## src/rtl/intc_pkg.sv

```systemverilog
package intc_pkg;
  localparam int NUM_LINES = 8;
  localparam int IDX_W     = $clog2(NUM_LINES);
  localparam int DATA_W    = 8;
  localparam int BASE_W    = DATA_W - IDX_W;
  localparam int EOI_BIT   = 5;

  typedef logic [NUM_LINES-1:0] line_t;
  typedef logic [IDX_W-1:0]     idx_t;
  typedef logic [BASE_W-1:0]    base_t;
  typedef logic [DATA_W-1:0]    byte_t;

  localparam line_t UNMASKABLE = line_t'(1);
endpackage

```

## src/rtl/intc_first_set.sv

```systemverilog
module intc_first_set #(
  parameter int N = 8,
  parameter int W = $clog2(N)
) (
  input  logic [N-1:0] bits,
  output logic         found,
  output logic [W-1:0] idx
);
  always_comb begin
    found = 1'b0;
    idx   = '0;
    for (int i = N - 1; i >= 0; i--) begin
      if (bits[i]) begin
        found = 1'b1;
        idx   = W'(i);
      end
    end
  end
endmodule

```

## src/rtl/intc_regfile.sv

```systemverilog
module intc_regfile
  import intc_pkg::*;
(
  input  logic  clk,
  input  logic  rst_n,
  input  logic  sel,
  input  logic  wr,
  input  logic  addr,
  input  byte_t wdata,
  output line_t mask_q,
  output base_t base_q,
  output logic  eoi
);
  logic wr_ctl0;
  logic wr_ctl1;

  assign wr_ctl0 = sel & wr & ~addr;
  assign wr_ctl1 = sel & wr & addr;
  assign eoi     = wr_ctl0 & wdata[EOI_BIT];

  always_ff @(posedge clk or negedge rst_n) begin
    if (!rst_n) begin
      mask_q <= '1;
      base_q <= '0;
    end else begin
      if (wr_ctl0 && !wdata[EOI_BIT]) mask_q <= line_t'(wdata);
      if (wr_ctl1) base_q <= wdata[DATA_W-1:IDX_W];
    end
  end
endmodule

```

## src/rtl/intc_core.sv

```systemverilog
module intc_core
  import intc_pkg::*;
(
  input  logic  clk,
  input  logic  rst_n,
  input  line_t irq_in,
  input  line_t mask_q,
  input  base_t base_q,
  input  logic  ack,
  input  logic  rd,
  input  logic  eoi,
  output line_t req_q,
  output line_t isr_q,
  output logic  int_out,
  output logic  vec_show,
  output byte_t vec_q
);
  line_t pend;
  logic  p_any;
  idx_t  p_idx;
  logic  s_any;
  idx_t  s_idx;
  logic  take;
  line_t take_bit;
  line_t eoi_bit;

  assign pend = req_q & ~(mask_q & ~UNMASKABLE);

  intc_first_set #(.N(NUM_LINES), .W(IDX_W)) u_pend_pick (
    .bits (pend),
    .found(p_any),
    .idx  (p_idx)
  );

  intc_first_set #(.N(NUM_LINES), .W(IDX_W)) u_isr_pick (
    .bits (isr_q),
    .found(s_any),
    .idx  (s_idx)
  );

  assign int_out  = p_any && (!s_any || (p_idx < s_idx));
  assign take     = ack & int_out;
  assign take_bit = take ? (line_t'(1) << p_idx) : '0;
  assign eoi_bit  = (eoi && s_any) ? (line_t'(1) << s_idx) : '0;

  always_ff @(posedge clk or negedge rst_n) begin
    if (!rst_n) begin
      req_q    <= '0;
      isr_q    <= '0;
      vec_show <= 1'b0;
      vec_q    <= '0;
    end else begin
      req_q    <= irq_in & ~take_bit;
      isr_q    <= (isr_q & ~eoi_bit) | take_bit;
      vec_show <= take | (vec_show & rd);
      if (take) vec_q <= {base_q, p_idx};
    end
  end
endmodule

```

## src/rtl/prio_vec_intc.sv

```systemverilog
module prio_vec_intc
  import intc_pkg::*;
(
  input  logic       clk,
  input  logic       rst_n,
  input  logic [7:0] irq_in,
  input  logic       sel,
  input  logic       rd,
  input  logic       wr,
  input  logic       addr,
  input  logic [7:0] wdata,
  input  logic       ack,
  output logic       int_out,
  output logic [7:0] rdata
);
  line_t mask_q;
  base_t base_q;
  logic  eoi;
  line_t req_q;
  line_t isr_q;
  logic  vec_show;
  byte_t vec_q;

  intc_regfile u_regs (
    .clk   (clk),
    .rst_n (rst_n),
    .sel   (sel),
    .wr    (wr),
    .addr  (addr),
    .wdata (wdata),
    .mask_q(mask_q),
    .base_q(base_q),
    .eoi   (eoi)
  );

  intc_core u_core (
    .clk     (clk),
    .rst_n   (rst_n),
    .irq_in  (irq_in),
    .mask_q  (mask_q),
    .base_q  (base_q),
    .ack     (ack),
    .rd      (rd),
    .eoi     (eoi),
    .req_q   (req_q),
    .isr_q   (isr_q),
    .int_out (int_out),
    .vec_show(vec_show),
    .vec_q   (vec_q)
  );

  always_comb begin
    if (vec_show)        rdata = vec_q;
    else if (sel && rd)  rdata = addr ? {base_q, {IDX_W{1'b0}}} : mask_q;
    else                 rdata = '0;
  end
endmodule

```

## config.mk

```make
export PLATFORM = sky130hd
export DESIGN_NAME = prio_vec_intc
export DESIGN_NICKNAME = d
export VERILOG_FILES = /design/src/rtl/intc_pkg.sv /design/src/rtl/intc_first_set.sv /design/src/rtl/intc_regfile.sv /design/src/rtl/intc_core.sv /design/src/rtl/prio_vec_intc.sv
export SDC_FILE = /design/constraint.sdc
export NUM_CORES = 1
export LEC_CHECK = 0
export BUFFER_PORTS_ARGS = -buffer_cell sky130_fd_sc_hd__buf_2
export CAP_MARGIN = 20
export CORE_ASPECT_RATIO = 1.2
export CORE_UTILIZATION = 40
export CTS_CLUSTER_DIAMETER = 200
export DETAILED_ROUTE_END_ITERATION = 16
export GPL_ROUTABILITY_DRIVEN = 0
export PLACE_DENSITY = 0.66
export SETUP_SLACK_MARGIN = 0.02
export SYNTH_ARGS = -nofsm -noshare
export SYNTH_HDL_FRONTEND = slang
export SYNTH_SLANG_ARGS = --single-unit
```

## constraint.sdc

```tcl
create_clock -name clk -period 3.5 [get_ports clk]
set_clock_uncertainty 0.1 [all_clocks]
set_input_delay 0.175 -clock clk [delete_from_list [all_inputs] [get_ports clk]]
set_output_delay 0.175 -clock clk [all_outputs]
set_load 0.1 [all_outputs]
```

After elaboration in Yosys (flattened, before gate mapping)
Index checks and enable logic that the tools add are counted.
{"block": "word_totals", "word_cells": 68, "regBits": 38, "inputBits": 23, "out_inout_bits": 9}
{"block": "op_classes", "shift": 2, "n_lt_le_gt_ge": 1, "bitwise_logic": 15, "reduce_logical": 7, "mux": 37}
{"op": "$mux W3", "count": 16}
{"op": "$mux W8", "count": 5}
{"op": "$and A8 B8 Y8", "count": 3}
{"op": "$not A8 Y8", "count": 3}
{"op": "$mux W1", "count": 16}
{"op": "$shl A1 B3 Y8 const A", "count": 2}
{"op": "$or A8 B8 Y8", "count": 1}
{"op": "$and A1 B1 Y1", "count": 6}
{"op": "$logic_and A1 B1 Y1", "count": 4}
{"op": "$lt A3 B3 Y1", "count": 1}
{"op": "$logic_not A1 Y1", "count": 2}
{"op": "$logic_or A1 B1 Y1", "count": 1}
{"op": "$not A1 Y1", "count": 1}
{"op": "$or A1 B1 Y1", "count": 1}

Depth between registers and ports, before layout
Gate-level depths: netlist (run 1).
{"block": "logic_depth", "depth_word": 17, "ltp_mapped": 10, "depth_no_buf": 10}

By module
From an unflattened synthesis (run 1), not the netlist that was laid out.
{"block": "unflattened", "hier_cells": 169, "hier_area_um2": 1959.4}
{"mod": "intc_core", "instances": 1, "area_per_inst_um2": 1098.6, "cells_each": 91}
{"mod": "intc_regfile", "instances": 1, "area_per_inst_um2": 545.5, "cells_each": 30}
{"mod": "intc_first_set", "instances": 2, "area_per_inst_um2": 80.1, "cells_each": 13}
{"mod": "prio_vec_intc", "instances": 1, "area_per_inst_um2": 155.1, "cells_each": 22}

Least setup slack after synthesis (run 1)
OpenSTA, ideal clock, no wires.
{"block": "synth_path", "path_type": "register to output", "from": "register u_regs.mask_q[2]", "to": "output int_out", "path_stages_with_launch": 8, "arrival_time_ns": 3.379, "n_path_buf": 0, "required_time_ns": 3.225, "path_slack_ns": -0.154, "cell_sequence": "dfstp_2 -> inv_1 -> a2111oi_4 -> nor2b_1 -> ha_1 -> a21oi_1 -> a31oi_4 -> a21oi_1"}
{"block": "synth_between", "elab_chain_cells": 8, "word_cells_on_any_way": 11, "cone_classes": "1 x order compare; 6 x mux; 2 x bitwise; 2 x reduce/logical"}
{"item": "start: declaration", "line_no": "intc_regfile.sv:10", "source": "output line_t mask_q,"}
{"item": "start signal: assignment", "line_no": "intc_regfile.sv:26", "source": "if (wr_ctl0 && !wdata[EOI_BIT]) mask_q <= line_t'(wdata);"}
{"item": "$not A8 Y8", "line_no": "intc_core.sv:27", "source": "assign pend = req_q & ~(mask_q & ~UNMASKABLE);"}
{"item": "$and A8 B8 Y8", "line_no": "intc_core.sv:27"}
{"item": "$mux W3 (3 in series)", "line_no": "intc_first_set.sv:13", "source": "if (bits[i]) begin"}
{"item": "via u_core.p_idx[2]", "line_no": "intc_core.sv:20", "source": "idx_t p_idx;"}
{"item": "$lt A3 B3 Y1", "line_no": "intc_core.sv:41", "source": "assign int_out = p_any && (!s_any || (p_idx < s_idx));"}
{"item": "$logic_or A1 B1 Y1", "line_no": "intc_core.sv:41"}
{"item": "$logic_and A1 B1 Y1", "line_no": "intc_core.sv:41"}
{"item": "end: declaration", "line_no": "prio_vec_intc.sv:13", "source": "output logic int_out,"}
The timed path passes the listed nets, and every way through them passes these cells.

Worst setup path after layout (run 1)
{"block": "layout_path", "from": "register u_regs.mask_q[4]", "to": "output int_out"}
{"block": "layout_between", "elab_chain_cells": 10, "word_cells_on_any_way": 15, "cone_classes": "1 x order compare; 10 x mux; 2 x bitwise; 2 x reduce/logical"}
{"item": "$not A8 Y8", "line_no": "intc_core.sv:27"}
{"item": "$and A8 B8 Y8", "line_no": "intc_core.sv:27"}
{"item": "$mux W3 (5 in series)", "line_no": "intc_first_set.sv:13"}
{"item": "via u_core.p_idx[2]", "line_no": "intc_core.sv:20"}
{"item": "$lt A3 B3 Y1", "line_no": "intc_core.sv:41"}
{"item": "$logic_or A1 B1 Y1", "line_no": "intc_core.sv:41"}
{"item": "$logic_and A1 B1 Y1", "line_no": "intc_core.sv:41"}
The timed path passes the listed nets, and every way through them passes these cells.

==> results.py, run 1 <==
metrics = {
    "run_status": {
        "status": "complete, but fails checks",
        "failed_checks": "negative hold slack",
    },
    "sta": {
        "period_needed_ps": 3286,
        "final.period_utilization_pct": 93.88,
        "timing.setup.tns_ps": 0,
        "finalSetupViolations": 0,
        "slew-limit-headroom_pct": 43.06,
        "rsz0062_at_grt": "false",
        "final_max_slew_viol_count": 0,
        "worst_pin_slew_ps": 854.1,
        "final-hold-violation-count": 1,
        "fin_hold_ws_ps": -2.407,
        "fmax_mhz": 304.4,
    },
    "global_route": {
        "grt_pass1_wl_um": 6775,
        "track_usage_pct": 17.34,
        "gr-total-overflow": 0,
        "antenna_found_initial": 0,
        "grt_pass1_vias": 1433,
        "grt_max_degree": 39,
    },
    "critical_path": {
        "slowest_delay_ps": 550,
        "crit_buf_inv": 1,
        "cp-startpoint": "u_regs.mask_q[4]",
        "path_max_fanout": 4,
        "crit_family": "simple AND/OR/NAND/NOR gates",
        "cp_cell_sequence": "nor2b_1 > nor4_1 > nor2b_1 > ha_1 > a21oi_1 > a31oi_4 > a21oi_2 > buf_2",
        "r2r-start": "u_regs.mask_q[4]",
        "end_kind": "output port",
        "crit_path_start_kind": "flop",
        "cpMaxStageDelayCell": "dfstp_2",
        "path_common_cell": "nor2b_1",
        "critPathRequiredTime_ps": 3220,
        "cp.arrival_ps": 3010,
        "crit_type": "flop to output port",
    },
    "floorplanning": {
        "fp.dieW_um": 66.54,
        "start_util_pct": 42.58,
        "ios": 32,
        "core_um2": 4696,
        "rows": 27,
        "die_h_um": 79.45,
        "die_area_um2": 5287,
    },
    "routing": {
        "drc": 0,
        "routed_wl_um": 4147,
        "first_iter_violations": 97,
        "wire_per_inst_um": 14.71,
        "route.vias.total": 1510,
        "postRouteAntennaNets": 0,
        "dr.pass1.iters": 4,
        "viasPerCell": 5.355,
    },
    "place": {
        "hpwl_um": 3073,
        "port-buffer-count": 31,
        "placed_cell_area_um2": 2218,
        "dp_cells": 264,
    },
    "pwr": {
        "power_frac_comb_pct": 46.9,
        "power.density_nw_per_um2": 889.2,
        "leakage_nw": 1.073,
        "power.internal_mw": 1.198,
        "power.total_mw": 2.184,
        "p_clk_share_pct": 20.5,
        "p_sw_uw": 986.0,
        "seqPwrFrac_pct": 32.6,
        "ir_drop_mv": 0.5889,
        "swShare_pct": 45.15,
    },
    "cells_and_area": {
        "diodes": 0,
        "nNetsFinal": 248,
        "fill_cells": 411,
        "instances_no_fill": 282,
        "area_growth_pct": 22.84,
        "layout_commonest_cell": "buf_2",
        "final_cell_mix": "buf_2, dfrtp_1, nand2_1, o21ai_0",
        "fin_area_um2": 2456,
        "final_util_pct": 52.30,
        "drive_above_1_share_pct": 36.16,
    },
    "synthesis": {
        "ys_seq_area_share_pct": 48.06,
        "synth_nets": 203,
        "synthFlopType": "dfrtp_1",
        "synth_area_um2": 1999,
        "ys_types": 44,
        "syn-instance-count": 178,
        "ys_ff_latch": 38,
        "syn_area_per_cell_um2": 11.23,
        "yosys_warnings": 0,
        "synth-async-reset-ratio_pct": 100.0,
        "synth_edf_count": 0,
    },
    "clock_tree": {
        "clk_pin_slew_ps": 80,
        "cts-root-buf": "clkbuf_8",
        "clock_latency_ps": 290,
        "cts_max_level": 2,
        "cts_tree": "done",
        "clk_path_buf_depth": 2,
        "numCtsBuffers": 5,
        "clock-sinks": 38,
    },
    "job": {
        "drv_cap": 0,
    },
    "min_path": {
        "min_path_type": "primary input to flop",
        "hold_start": "irq_in[7]",
    },
}
## repair_timing
item                                    4_1_cts  5_1_grt
gates resized for setup                       0        0
hold buffers                                  9        1
setup buffers                                 0        0
hold endpoints to repair                     38        1
endpoints found under the setup margin        0        0
## layout make-up
cell class                 instances  area, µm²  share of cell area [%]
clock inverter                     3      68.82                   2.802
inverter                           4      15.01                  0.6113
tap                               58      72.57                   2.955
multi-input combinational        133       1015                   41.31
clock buffer                       5      68.82                   2.802
sequential                        38      960.9                   39.12
timing repair buffer              41      255.2                   10.39
## metrics by stage
step	worst slack, ps	hold WS (ps)
final	214.4	-2.407
after global routing	94.93	4.864
after CTS	208.6	0.2332
after detailed placement	540.9	226.5
after global placement	610.2	221.6
after floorplan	320.2	-220.6
## logic make-up after synthesis
family | count (synthesis) | share of synthesized area, %
flip-flops | 38 | 48.06
buffers and inverters | 7 | 1.376
AND/OR/NAND/NOR | 60 | 17.52
AO/OA/AOI/OAI | 49 | 18.59
adder cells (fa/ha/maj) | 2 | 1.251
multiplexers | 22 | 13.20
## cells in the mapped netlist (2+ instances only)
library cell,number,area [µm²]
nor3_2,2,20.02
a22o_1,3,26.28
dfstp_2,8,210.2
clkbuf_1,2,7.510
ha_1,2,25.02
mux2_4,6,90.09
nand2_1,15,56.30
o21ai_1,5,25.02
o21ai_0,12,60.06
a21oi_1,5,25.02
nor2b_2,3,26.28
nor2b_1,5,31.28
nand3b_1,2,15.01
or3_1,2,12.51
o21a_1,8,60.06
o31ai_1,3,22.52
mux2i_1,5,50.05
nor2_1,11,41.29
nand3_1,6,30.03
inv_1,4,15.01
nand2b_1,5,31.28
dfrtp_1,30,750.7
a21o_1,3,22.52
mux2_2,11,123.9
## worst register-to-register path: cells and delay by family (launching register included)
family          cells  cell delay, ps
compound gates      2             460
fa+ha+maj           1             340
flops               1             550
mux                 1             320
simple gates        4            1010
## state kept, by name (all words and copies together) (netlist names)
name / cells
u_core.vec_show: 1
u_core.vec_q: 8
u_regs.mask_q: 8
u_core.isr_q: 8
u_regs.base_q: 5
u_core.req_q: 8
## power by group through the flow
stage / logic, mW / registers (mW) / clock network (mW)
after floorplan: 0.878 / 0.672 / 0
after global placement: 1.01 / 0.716 / 0
after detailed placement: 1.02 / 0.721 / 0
after CTS: 1.03 / 0.713 / 0.457
after global routing: 1.09 / 0.733 / 0.477
final: 1.02 / 0.713 / 0.448
## layer usage
layer  vias to the layer above  global-route usage (%)  part of all wire [%]
met3                         4                   5.143                   4.6
met1                       732                   21.70                    47
met4                         0                   5.957                   1.1
li1                        739                       -                     -
met2                        35                   28.08                    48
met5                         -                       0                     0
## worst paths after layout
kind,to,slack (ps),cells past startpoint
setup / recovery,int_out,210,8
hold / removal,u_core.req_q[7],-2,2
setup reg to reg,u_core.vec_q[3],610,8
hold reg to reg,u_regs.mask_q[5],410,1
max in group asynchronous,u_core.isr_q[3],2320,2
min in group asynchronous,u_core.vec_q[3],440,2
Note: power is estimated with default switching activity, not from simulation.
==> inputs of run 2 (changes only) <==
--- a/config.mk
+++ b/config.mk
@@ -8,6 +8,7 @@
 export BUFFER_PORTS_ARGS = -buffer_cell sky130_fd_sc_hd__buf_2
 export CAP_MARGIN = 20
 export CORE_ASPECT_RATIO = 1.2
+export CORE_MARGIN = 2
 export CORE_UTILIZATION = 40
 export CTS_CLUSTER_DIAMETER = 200
 export DETAILED_ROUTE_END_ITERATION = 16
==> constraint.sdc (replaced) <==
create_clock -name clk -period 3.5 [get_ports clk]
set_clock_uncertainty 0.1 [all_clocks]
set_input_delay 0 -clock clk [delete_from_list [all_inputs] [get_ports clk]]
set_output_delay 0 -clock clk [all_outputs]
set_load 0.05 [all_outputs]
==> run 2 against run 1 <==
Compared with the run above: the run now ends clean; first-iteration DRC count decreased by 20%; worst hold slack improved by 71 ps; register-to-register slack improved by 30 ps; clock-buffer cell count increased by 2; die area increased by 5.6%; sequential power about the same; combinational power decreased by 17%; total power decreased by 14%; non-clock buffer count increased by 9; largest power group unchanged; highest routed layer unchanged.
==> results.py, run 2 (synthesis results as in run 1) <==
metrics = {
    "pwr": {
        "power.internal_mw": 1.077,
        "power.density_nw_per_um2": 749.9,
        "seqPwrFrac_pct": 38.2,
        "leakage_nw": 1.091,
        "power_frac_comb_pct": 45.1,
        "ir_drop_mv": 0.3371,
        "p_sw_uw": 796.5,
        "p_clk_share_pct": 16.8,
        "swShare_pct": 42.51,
        "power.total_mw": 1.874,
    },
    "routing": {
        "wire_per_inst_um": 15.40,
        "routed_wl_um": 4512,
        "viasPerCell": 5.225,
        "route.vias.total": 1531,
        "drc": 0,
        "dr.pass1.iters": 4,
        "first_iter_violations": 78,
        "postRouteAntennaNets": 0,
    },
    "cells_and_area": {
        "instances_no_fill": 293,
        "nNetsFinal": 257,
        "drive_above_1_share_pct": 33.91,
        "layout_commonest_cell": "buf_2",
        "area_growth_pct": 24.97,
        "diodes": 0,
        "final_util_pct": 51.31,
        "fin_area_um2": 2499,
        "fill_cells": 455,
        "final_cell_mix": "buf_2, dfrtp_1, dlygate4sd3_1, nand2_1, o21ai_0",
    },
    "floorplanning": {
        "core_um2": 4870,
        "start_util_pct": 41.06,
        "die_h_um": 81.45,
        "ios": 32,
        "rows": 28,
        "fp.dieW_um": 68.54,
        "die_area_um2": 5583,
    },
    "global_route": {
        "grt_pass1_vias": 1443,
        "track_usage_pct": 17.38,
        "grt_max_degree": 39,
        "gr-total-overflow": 0,
        "antenna_found_initial": 0,
        "grt_pass1_wl_um": 7044,
    },
    "critical_path": {
        "r2r-start": "u_regs.mask_q[5]",
        "crit_buf_inv": 1,
        "crit_path_start_kind": "flop",
        "crit_type": "flop to output port",
        "cp.depth": 8,
        "path_max_fanout": 4,
        "end_kind": "output port",
        "timing.rr.end": "u_core.vec_q[5]",
        "path_common_cell": "a21oi_1",
        "crit_family": "simple AND/OR/NAND/NOR gates",
        "cpMaxStageDelayCell": "dfstp_2",
        "crit_end": "int_out",
        "r2r_cells": 8,
        "critPathRequiredTime_ps": 3400,
        "r2r_slack_ps": 640,
        "cp-startpoint": "u_regs.mask_q[5]",
        "cp.arrival_ps": 2890,
        "cp_cell_sequence": "nor2b_2 > nor4_1 > nor2b_1 > ha_1 > a21oi_1 > a31oi_4 > a21oi_1 > buf_2",
        "slowest_delay_ps": 570,
    },
    "clock_tree": {
        "clock-sinks": 38,
        "cts_resized": 0,
        "clk_pin_slew_ps": 70,
        "cts_tree": "done",
        "cts-root-buf": "clkbuf_8",
        "clk_path_buf_depth": 2,
        "numCtsBuffers": 5,
        "cts_max_level": 2,
        "post_cts_buffers": 0,
        "clock_latency_ps": 290,
    },
    "place": {
        "pre_cts_ws_ps": 662.5,
        "placed_cell_area_um2": 2217,
        "port-buffer-count": 31,
        "dp_cells": 266,
        "hpwl_um": 3293,
    },
    "sta": {
        "rsz0062_at_grt": "false",
        "slew-limit-headroom_pct": 42.27,
        "fmax_mhz": 335.0,
        "finalSetupViolations": 0,
        "final-hold-violation-count": 0,
        "worst_pin_slew_ps": 866.0,
        "timing.setup.tns_ps": 0,
        "final.period_utilization_pct": 85.30,
        "fin_hold_ws_ps": 68.42,
        "post-route-worst-setup-slack_ps": 514.6,
        "final_max_slew_viol_count": 0,
        "period_needed_ps": 2985,
    },
    "run_status": {
        "status": "completed",
    },
    "min_path": {
        "min_path_type": "primary input to flop",
    },
    "job": {
        "drv_cap": 0,
    },
}
## run 2: power groups by stage
| stage | Clock [mW] | Combinational [mW] | Sequential, mW |
|---|---|---|---|
| after floorplan | 0 | 0.686 | 0.672 |
| after detailed placement | 0 | 0.826 | 0.721 |
| after global routing | 0.341 | 0.904 | 0.738 |
| after CTS | 0.323 | 0.847 | 0.714 |
| final | 0.314 | 0.844 | 0.715 |
| after global placement | 0 | 0.813 | 0.717 |
## run 2: tightest hold or removal path, delay by kind of cell
| family | cells | cell delay (ps) |
|---|---|---|
| and+or+nand+nor | 3 | 310 |
| buffers and inverters | 1 | 110 |
## run 2: layout make-up
class	instances	area, µm²	area share (%)
inverter	4	15.01	0.6009
tap	60	75.07	3.005
sequential	38	960.9	38.46
clock buffer	7	86.33	3.455
clock inverter	1	5.005	0.2003
multi-input combinational	133	1011	40.46
timing repair buffer	50	345.3	13.82
## run 2: repair_timing
item                       CTS  global route
hold endpoints to repair    54             0
setup endpoints to repair    0             0
hold buffers                19             0
## run 2: how the worst min path moves through the flow
stage | start | to | depth (start not counted)
2_1_floorplan | rst_n | u_core.isr_q[0] | 0
3_3_place_gp | rst_n | u_regs.base_q[0] | 1
3_5_place_dp | rst_n | u_core.req_q[7] | 1
4_1_cts | sel | u_core.isr_q[1] | 4
5_1_grt | wr | u_regs.mask_q[5] | 4
6_report | wr | u_regs.mask_q[5] | 4
## run 2: layer usage
layer | share of wire [%] | GRT usage, % | up-vias
met5 | 0 | 0 | -
met4 | 0.71 | 5.600 | 0
met3 | 3.4 | 4.110 | 4
met2 | 49 | 29.04 | 38
met1 | 47 | 21.91 | 733
li1 | - | - | 756
